===== config.mk =====
export PLATFORM = sky130hd
export DESIGN_NAME = tmr_slave_counter
export DESIGN_NICKNAME = d
export VERILOG_FILES = /design/src/rtl/tsc_pkg.sv /design/src/rtl/tsc_sync_edge.sv /design/src/rtl/tsc_mode_ctrl.sv /design/src/rtl/tsc_counter.sv /design/src/rtl/tmr_slave_counter.sv
export SDC_FILE = /design/constraint.sdc
export NUM_CORES = 1
export LEC_CHECK = 0
export ABC_AREA = 1
export BUFFER_PORTS_ARGS = -buffer_cell sky130_fd_sc_hd__buf_2
export CORE_ASPECT_RATIO = 1.2
export CORE_MARGIN = 5
export CORE_UTILIZATION = 30
export CTS_BUF_LIST = sky130_fd_sc_hd__clkbuf_4 sky130_fd_sc_hd__clkbuf_8 sky130_fd_sc_hd__clkbuf_16
export CTS_CLUSTER_SIZE = 8
export DETAILED_ROUTE_END_ITERATION = 8
export SLEW_MARGIN = 10
export SYNTH_ARGS = -nofsm -noshare
export SYNTH_HDL_FRONTEND = slang
export SYNTH_SLANG_ARGS = --single-unit

===== constraint.sdc =====
create_clock -name clk -period 2.5 [get_ports clk]
set_input_delay 0.75 -clock clk [delete_from_list [all_inputs] [get_ports clk]]
set_output_delay 0.75 -clock clk [all_outputs]
set_load 0.01 [all_outputs]

===== src/rtl/tsc_pkg.sv =====
package tsc_pkg;

  typedef enum logic [3:0] {
    SM_OFF       = 4'd0,
    SM_ENC_A     = 4'd1,
    SM_ENC_B     = 4'd2,
    SM_ENC_AB    = 4'd3,
    SM_RESET     = 4'd4,
    SM_GATED     = 4'd5,
    SM_TRIGGER   = 4'd6,
    SM_EXTCLK    = 4'd7,
    SM_RST_START = 4'd8
  } slave_mode_e;

  typedef struct packed {
    logic valid;
    logic up;
  } enc_step_t;

  // Codes above the last defined mode fall back to free running.
  function automatic slave_mode_e decode_mode(input logic [3:0] code);
    if (code > 4'd8) return SM_OFF;
    return slave_mode_e'(code);
  endfunction

  function automatic logic is_encoder(input slave_mode_e m);
    return (m == SM_ENC_A) || (m == SM_ENC_B) || (m == SM_ENC_AB);
  endfunction

  // One quadrature step from the old and new levels of both channels.
  // A change on a alone counts up when new a differs from b;
  // a change on b alone counts up when new b equals a.
  function automatic enc_step_t enc_step(input slave_mode_e m,
                                         input logic a_now, input logic a_old,
                                         input logic b_now, input logic b_old);
    enc_step_t r;
    logic a_chg;
    logic b_chg;
    a_chg = a_now ^ a_old;
    b_chg = b_now ^ b_old;
    r = '0;
    if (a_chg && !b_chg && (m == SM_ENC_A || m == SM_ENC_AB)) begin
      r.valid = 1'b1;
      r.up    = a_now ^ b_now;
    end else if (b_chg && !a_chg && (m == SM_ENC_B || m == SM_ENC_AB)) begin
      r.valid = 1'b1;
      r.up    = ~(b_now ^ a_now);
    end
    return r;
  endfunction

endpackage


===== src/rtl/tsc_sync_edge.sv =====
module tsc_sync_edge #(
  parameter int W      = 3,
  parameter int STAGES = 2
) (
  input  logic         clk,
  input  logic         rst_n,
  input  logic [W-1:0] async_i,
  input  logic [W-1:0] invert_i,
  output logic [W-1:0] level_o,
  output logic [W-1:0] prev_o
);

  generate
    for (genvar i = 0; i < W; i++) begin : g_bit
      logic [STAGES-1:0] chain_q;
      logic              prev_q;
      logic              lvl;

      assign lvl = chain_q[STAGES-1] ^ invert_i[i];

      always_ff @(posedge clk or negedge rst_n) begin
        if (!rst_n) begin
          chain_q <= '0;
          prev_q  <= 1'b0;
        end else begin
          chain_q <= {chain_q[STAGES-2:0], async_i[i]};
          prev_q  <= lvl;
        end
      end

      assign level_o[i] = lvl;
      assign prev_o[i]  = prev_q;
    end
  endgenerate

endmodule


===== src/rtl/tsc_mode_ctrl.sv =====
module tsc_mode_ctrl
  import tsc_pkg::*;
(
  input  logic        clk,
  input  logic        rst_n,
  input  slave_mode_e mode_i,
  input  logic        cnt_en_i,
  input  logic        trig_lvl_i,
  input  logic        trig_old_i,
  input  logic [1:0]  ch_lvl_i,
  input  logic [1:0]  ch_old_i,
  output logic        step_o,
  output logic        step_up_o,
  output logic        reinit_o,
  output logic        trig_edge_o,
  output logic        run_o
);

  logic      run_q;
  logic      trig_edge;
  logic      en_eff;
  logic      start_mode;
  enc_step_t enc;

  assign trig_edge  = trig_lvl_i & ~trig_old_i;
  assign start_mode = (mode_i == SM_TRIGGER) || (mode_i == SM_RST_START);
  assign en_eff     = cnt_en_i | run_q;
  assign enc        = enc_step(mode_i, ch_lvl_i[0], ch_old_i[0], ch_lvl_i[1], ch_old_i[1]);

  always_ff @(posedge clk or negedge rst_n) begin
    if (!rst_n)           run_q <= 1'b0;
    else if (!start_mode) run_q <= 1'b0;
    else if (trig_edge)   run_q <= 1'b1;
  end

  always_comb begin
    step_o    = 1'b0;
    step_up_o = 1'b1;
    reinit_o  = 1'b0;
    unique case (mode_i)
      SM_ENC_A, SM_ENC_B, SM_ENC_AB: begin
        step_o    = cnt_en_i & enc.valid;
        step_up_o = enc.up;
      end
      SM_RESET: begin
        reinit_o = trig_edge;
        step_o   = cnt_en_i;
      end
      SM_GATED:     step_o = cnt_en_i & trig_lvl_i;
      SM_TRIGGER:   step_o = en_eff;
      SM_EXTCLK:    step_o = cnt_en_i & trig_edge;
      SM_RST_START: begin
        reinit_o = trig_edge;
        step_o   = en_eff;
      end
      default:      step_o = cnt_en_i;
    endcase
  end

  assign trig_edge_o = trig_edge;
  assign run_o       = run_q;

endmodule


===== src/rtl/tsc_counter.sv =====
module tsc_counter #(
  parameter int CNT_W = 16
) (
  input  logic             clk,
  input  logic             rst_n,
  input  logic             step_i,
  input  logic             up_i,
  input  logic             reinit_i,
  input  logic             track_dir_i,
  input  logic [CNT_W-1:0] arr_i,
  output logic [CNT_W-1:0] cnt_o,
  output logic             upd_o,
  output logic             dir_o
);

  // Returns {wrapped, next value}.
  function automatic logic [CNT_W:0] advance(input logic [CNT_W-1:0] cur,
                                             input logic [CNT_W-1:0] lim,
                                             input logic up);
    if (up) begin
      if (cur >= lim) return {1'b1, {CNT_W{1'b0}}};
      return {1'b0, cur + 1'b1};
    end
    if (cur == '0) return {1'b1, lim};
    return {1'b0, cur - 1'b1};
  endfunction

  logic [CNT_W-1:0] cnt_q;
  logic             upd_q;
  logic             dir_q;
  logic [CNT_W:0]   nxt;

  assign nxt = advance(cnt_q, arr_i, up_i);

  always_ff @(posedge clk or negedge rst_n) begin
    if (!rst_n) begin
      cnt_q <= '0;
      upd_q <= 1'b0;
    end else if (reinit_i) begin
      cnt_q <= '0;
      upd_q <= 1'b1;
    end else if (step_i) begin
      cnt_q <= nxt[CNT_W-1:0];
      upd_q <= nxt[CNT_W];
    end else begin
      upd_q <= 1'b0;
    end
  end

  always_ff @(posedge clk or negedge rst_n) begin
    if (!rst_n)            dir_q <= 1'b0;
    else if (!track_dir_i) dir_q <= 1'b0;
    else if (step_i)       dir_q <= ~up_i;
  end

  assign cnt_o = cnt_q;
  assign upd_o = upd_q;
  assign dir_o = dir_q;

endmodule


===== src/rtl/tmr_slave_counter.sv =====
module tmr_slave_counter
  import tsc_pkg::*;
#(
  parameter int CNT_W     = 16,
  parameter int SYNC_STGS = 2
) (
  input  logic             clk,
  input  logic             rst_n,
  input  logic [3:0]       slave_mode_i,
  input  logic             cnt_en_i,
  input  logic             trig_i,
  input  logic             trig_pol_i,
  input  logic             ch1_i,
  input  logic             ch2_i,
  input  logic [CNT_W-1:0] arr_i,
  output logic [CNT_W-1:0] cnt_o,
  output logic             dir_o,
  output logic             upd_o,
  output logic             run_o
);

  localparam int N_IN = 3;

  slave_mode_e     mode;
  logic [N_IN-1:0] lvl;
  logic [N_IN-1:0] old;
  logic            step_w;
  logic            step_up_w;
  logic            reinit_w;
  logic            trig_lvl_w;
  logic            trig_edge_w;

  assign mode       = decode_mode(slave_mode_i);
  assign trig_lvl_w = lvl[0];

  tsc_sync_edge #(.W(N_IN), .STAGES(SYNC_STGS)) u_sync (
    .clk      (clk),
    .rst_n    (rst_n),
    .async_i  ({ch2_i, ch1_i, trig_i}),
    .invert_i ({2'b00, trig_pol_i}),
    .level_o  (lvl),
    .prev_o   (old)
  );

  tsc_mode_ctrl u_ctrl (
    .clk         (clk),
    .rst_n       (rst_n),
    .mode_i      (mode),
    .cnt_en_i    (cnt_en_i),
    .trig_lvl_i  (lvl[0]),
    .trig_old_i  (old[0]),
    .ch_lvl_i    (lvl[2:1]),
    .ch_old_i    (old[2:1]),
    .step_o      (step_w),
    .step_up_o   (step_up_w),
    .reinit_o    (reinit_w),
    .trig_edge_o (trig_edge_w),
    .run_o       (run_o)
  );

  tsc_counter #(.CNT_W(CNT_W)) u_cnt (
    .clk         (clk),
    .rst_n       (rst_n),
    .step_i      (step_w),
    .up_i        (step_up_w),
    .reinit_i    (reinit_w),
    .track_dir_i (is_encoder(mode)),
    .arr_i       (arr_i),
    .cnt_o       (cnt_o),
    .upd_o       (upd_o),
    .dir_o       (dir_o)
  );

endmodule


==> impl_summary.log <==
INFO  metric irDropWorstVdd = 0.000288 V
INFO  metric finish.net_count = 515
INFO  metric tritoncts_num_sinks = 28
INFO  metric post_cts_sizing_count = 0
INFO  metric p_per_area = 880 nW/um^2
INFO  metric mean_cell_area_of_the_mapped_netlist = between 6 and 7 um^2
INFO  metric status = finished, final reports clean
INFO  metric die_width = 99.5 um
INFO  metric yosys_warnings = 0
INFO  metric maximum_number_of_pins_on_one_net_before_global_route_repair = 29
INFO  metric final_antenna_net_count = 0
INFO  metric slew_headroom = 53.8%
INFO  metric critical_path_required = between 2 and 3 ns
INFO  metric synthArstFlopShare = 100%
INFO  metric drt-initial-drc-count = 169
INFO  metric clk_latency = 0.28 ns
INFO  metric synth.ff_latch_count = 28
INFO  metric synth_sequential_area_ratio = between 20% and 30%
INFO  metric pre_cts_ws = 0.0647 ns
INFO  metric timing.clock.skew = slightly above 0.01 ns
INFO  metric cp_slowest_cell = dfrtp_1
INFO  metric tritoncts_buffer_count = 3
INFO  metric clk_path_buf_depth = 2
INFO  metric clk_transition_reported_paths = ~0.080 ns
INFO  metric holdBufCountCts = 0
INFO  metric r2r_cells = 11
INFO  metric crit_path_start_kind = register
INFO  metric rrSetupSlack = 0.34 ns
INFO  metric min_path_type = register to register
INFO  metric number_of_global_route_vias_before_repair = 2,711
INFO  metric dieHeight = 117 um
INFO  metric gp_routability_congestion = 0.949
INFO  metric postSynth.topFlopCell = dfrtp_1
INFO  metric worst-endpoint-arrival = 2.33 ns
INFO  metric dpl_cell_area = 3190 um^2
INFO  metric hp-start = u_sync.g_bit[2].chain_q[0]$_DFF_PN0_
INFO  metric rr_endpoint = u_cnt.cnt_o[10]$_DFFE_PN0P_
INFO  metric worstSetupPathType = register to register
INFO  metric postSynthNetCount = 476
INFO  metric gr-total-overflow = 0
INFO  metric start_util = between 30% and 40%
INFO  metric flow.area_growth_from_synthesis = 14.5%
INFO  metric final_design_area_no_fill = 3300 um^2
INFO  metric hold_end = u_sync.g_bit[2].chain_q[1]$_DFF_PN0_
INFO  metric postSynthCellCount = between 400 and 500
INFO  metric finalHoldViolations = 0
INFO  metric route.detailed.drc = 0
INFO  metric diodes = 0
INFO  metric post-route-worst-setup-slack = 0.338 ns
INFO  metric h-tree-depth = 1
INFO  metric post_drt_via_cell_ratio = about 4.7
INFO  metric setup_viol = 0
INFO  metric power_leakage = around 1.7 nW
INFO  metric synth_edf_count = 0
INFO  metric setup-tns-final = 0 ns
INFO  metric worst_pin_slew = 0.693 ns
INFO  metric worst_setup_path_end_kind = register
INFO  metric fin_crit = 2.16 ns
INFO  metric vias = 2,776
INFO  metric placement.io_buffers = 45
INFO  metric post_synth_instance_area = roughly 2900 um^2
INFO  metric drt_first_pass_iters = 4
INFO  metric grt_antenna_before_repair = 0
INFO  metric post-dp-hpwl = 6270 um
INFO  metric cts_post_setup_buffers_inserted = 0
INFO  metric worstReg2RegStart = u_cnt.cnt_o[0]$_DFFE_PN0P_
INFO  metric synth.lib_cells_used.distinct = 41
INFO  metric max_clock_freq = about 460 MHz
INFO  metric post_layout_total_power = 2.90 mW
INFO  metric io_pins = 46
INFO  metric number_of_buffers_and_inverters_on_the_critical_path = 3
INFO  metric cts_tree = yes
INFO  metric root_buffer = clkbuf_16
INFO  metric core_region_area = 9470 um^2
INFO  metric die_area = approximately 12,000 um^2
INFO  metric cap_viol_max_count = 0
INFO  metric grt_util_all_layers = 13.9%
INFO  metric worst_hold_check_slack = 0.353 ns
INFO  metric rsz0062_at_grt = no
INFO  metric worst_path_dominant_cell_family = simple AND/OR/NAND/NOR gates
INFO  metric wl = 8030 um
INFO  metric cp_common_cell = inv_1
INFO  metric placementRows = 39
INFO  metric crit_path_cell_trace = inv_1, ha_1, inv_1, nor2_1, inv_1, o21ai_1, nand3_1, o21ai_1, nand2_1, nand3_1, nand2_1
INFO  metric first_pass_grt_wire_length = 13,200 um
INFO  metric critPathMaxStageDelay = 0.48 ns
INFO  metric crit_fanout = 7
INFO  metric post-route-period-util = roughly 86%
INFO  metric worst_hold_stages = 0
INFO  metric layout-drive-gt1-share = 19.2%
INFO  metric drv_slew = 0
INFO  metric routed_wire_length_per_instance = 13.6 um
-- registers in the layout, summed over array words and instances (netlist names) --
register,flops
u_cnt.cnt_o,16
u_cnt.dir_o,1
u_sync.g_bit.prev_q,3
u_cnt.upd_o,1
u_sync.g_bit.chain_q,6
u_ctrl.run_o,1
-- power breakdown --
part | internal, mW | switching [mW]
clock | 0.320 | 0.181
sequential | 0.559 | 0.252
combinational | 0.607 | 0.984
-- stage by stage --
step / util (%) / instances
floorplan: - / 430
global placement: 33.7 / 587
finish: 34.9 / 591
CTS: 34.9 / 591
global route: 34.9 / 591
detailed placement: 33.7 / 587
-- placed cells by master (no fill, tap or decap), types with 3 or more instances in the layout --
master / instances
a21oi_1: 9
buf_2: 45
buf_4: 7
clkbuf_16: 3
dfrtp_1: 28
ha_1: 19
inv_1: 44
inv_2: 3
nand2_1: 133
nand3_1: 31
nand3_2: 10
nand3b_1: 3
nand4_1: 5
nor2_1: 49
nor3_2: 3
o211ai_1: 8
o21ai_0: 20
o21ai_1: 3
xnor2_1: 4
xor2_1: 16
-- synthesized netlist by cell type, drive strengths merged (2+ instances only) --
cell	count	share of area, %
nand3	41	8.9
ha	19	8.3
o211ai	8	2.1
buf	16	3.8
nand2	136	19
a21oi	9	1.6
or2	3	0.74
clkbuf	2	0.30
xnor2	4	1.2
nand3b	3	0.78
nand4	5	1.1
xor2	17	5.4
inv	48	6.3
nor3	5	1.4
o31ai	2	0.69
o21ai	25	4.6
dfrtp	28	24
nor2	54	8.3
-- metal layers --
metal,GRT usage (%),wire length [um],vias to the layer above
met5,0,0,-
met4,5.98,230,0
met3,2.43,272,13
met2,24.4,4000,46
met1,16.5,3520,1266
li1,-,-,1451
-- cell type report --
class                   instances  area [um^2]
clock buffers                   3         75.1
repair buffers                 52          278
flip-flops and latches         28          701
fillers                      1035         6170
multi-input cells             336         1880
inverters                      48          183
clock inverters                 1         30.0
well taps                     123          154
-- how the worst max path moves through the flow --
| stage | slack (ns) | depth (start not counted) | end | start |
|---|---|---|---|---|
| 3_3_place_gp | 0.05 | 13 | u_cnt.cnt_o[8]$_DFFE_PN0P_ | arr_i[11] |
| 2_1_floorplan | 0.37 | 12 | u_cnt.cnt_o[12]$_DFFE_PN0P_ | arr_i[11] |
| 4_1_cts | 0.35 | 13 | u_cnt.cnt_o[10]$_DFFE_PN0P_ | arr_i[11] |
| 5_1_grt | 0.21 | 13 | u_cnt.cnt_o[9]$_DFFE_PN0P_ | arr_i[11] |
| 3_5_place_dp | 0.06 | 13 | u_cnt.cnt_o[8]$_DFFE_PN0P_ | arr_i[11] |
| 6_report | 0.34 | 11 | u_cnt.cnt_o[10]$_DFFE_PN0P_ | u_cnt.cnt_o[0]$_DFFE_PN0P_ |
-- kinds of logic after synthesis --
logic type / share of synthesized area (%)
compound gates: 9.86
xor+xnor: 6.64
fa+ha+maj: 8.25
buf+inv: 10.5
flops: 24.3
simple gates: 40.5
No activity file was read; power rests on OpenSTA's default activity.
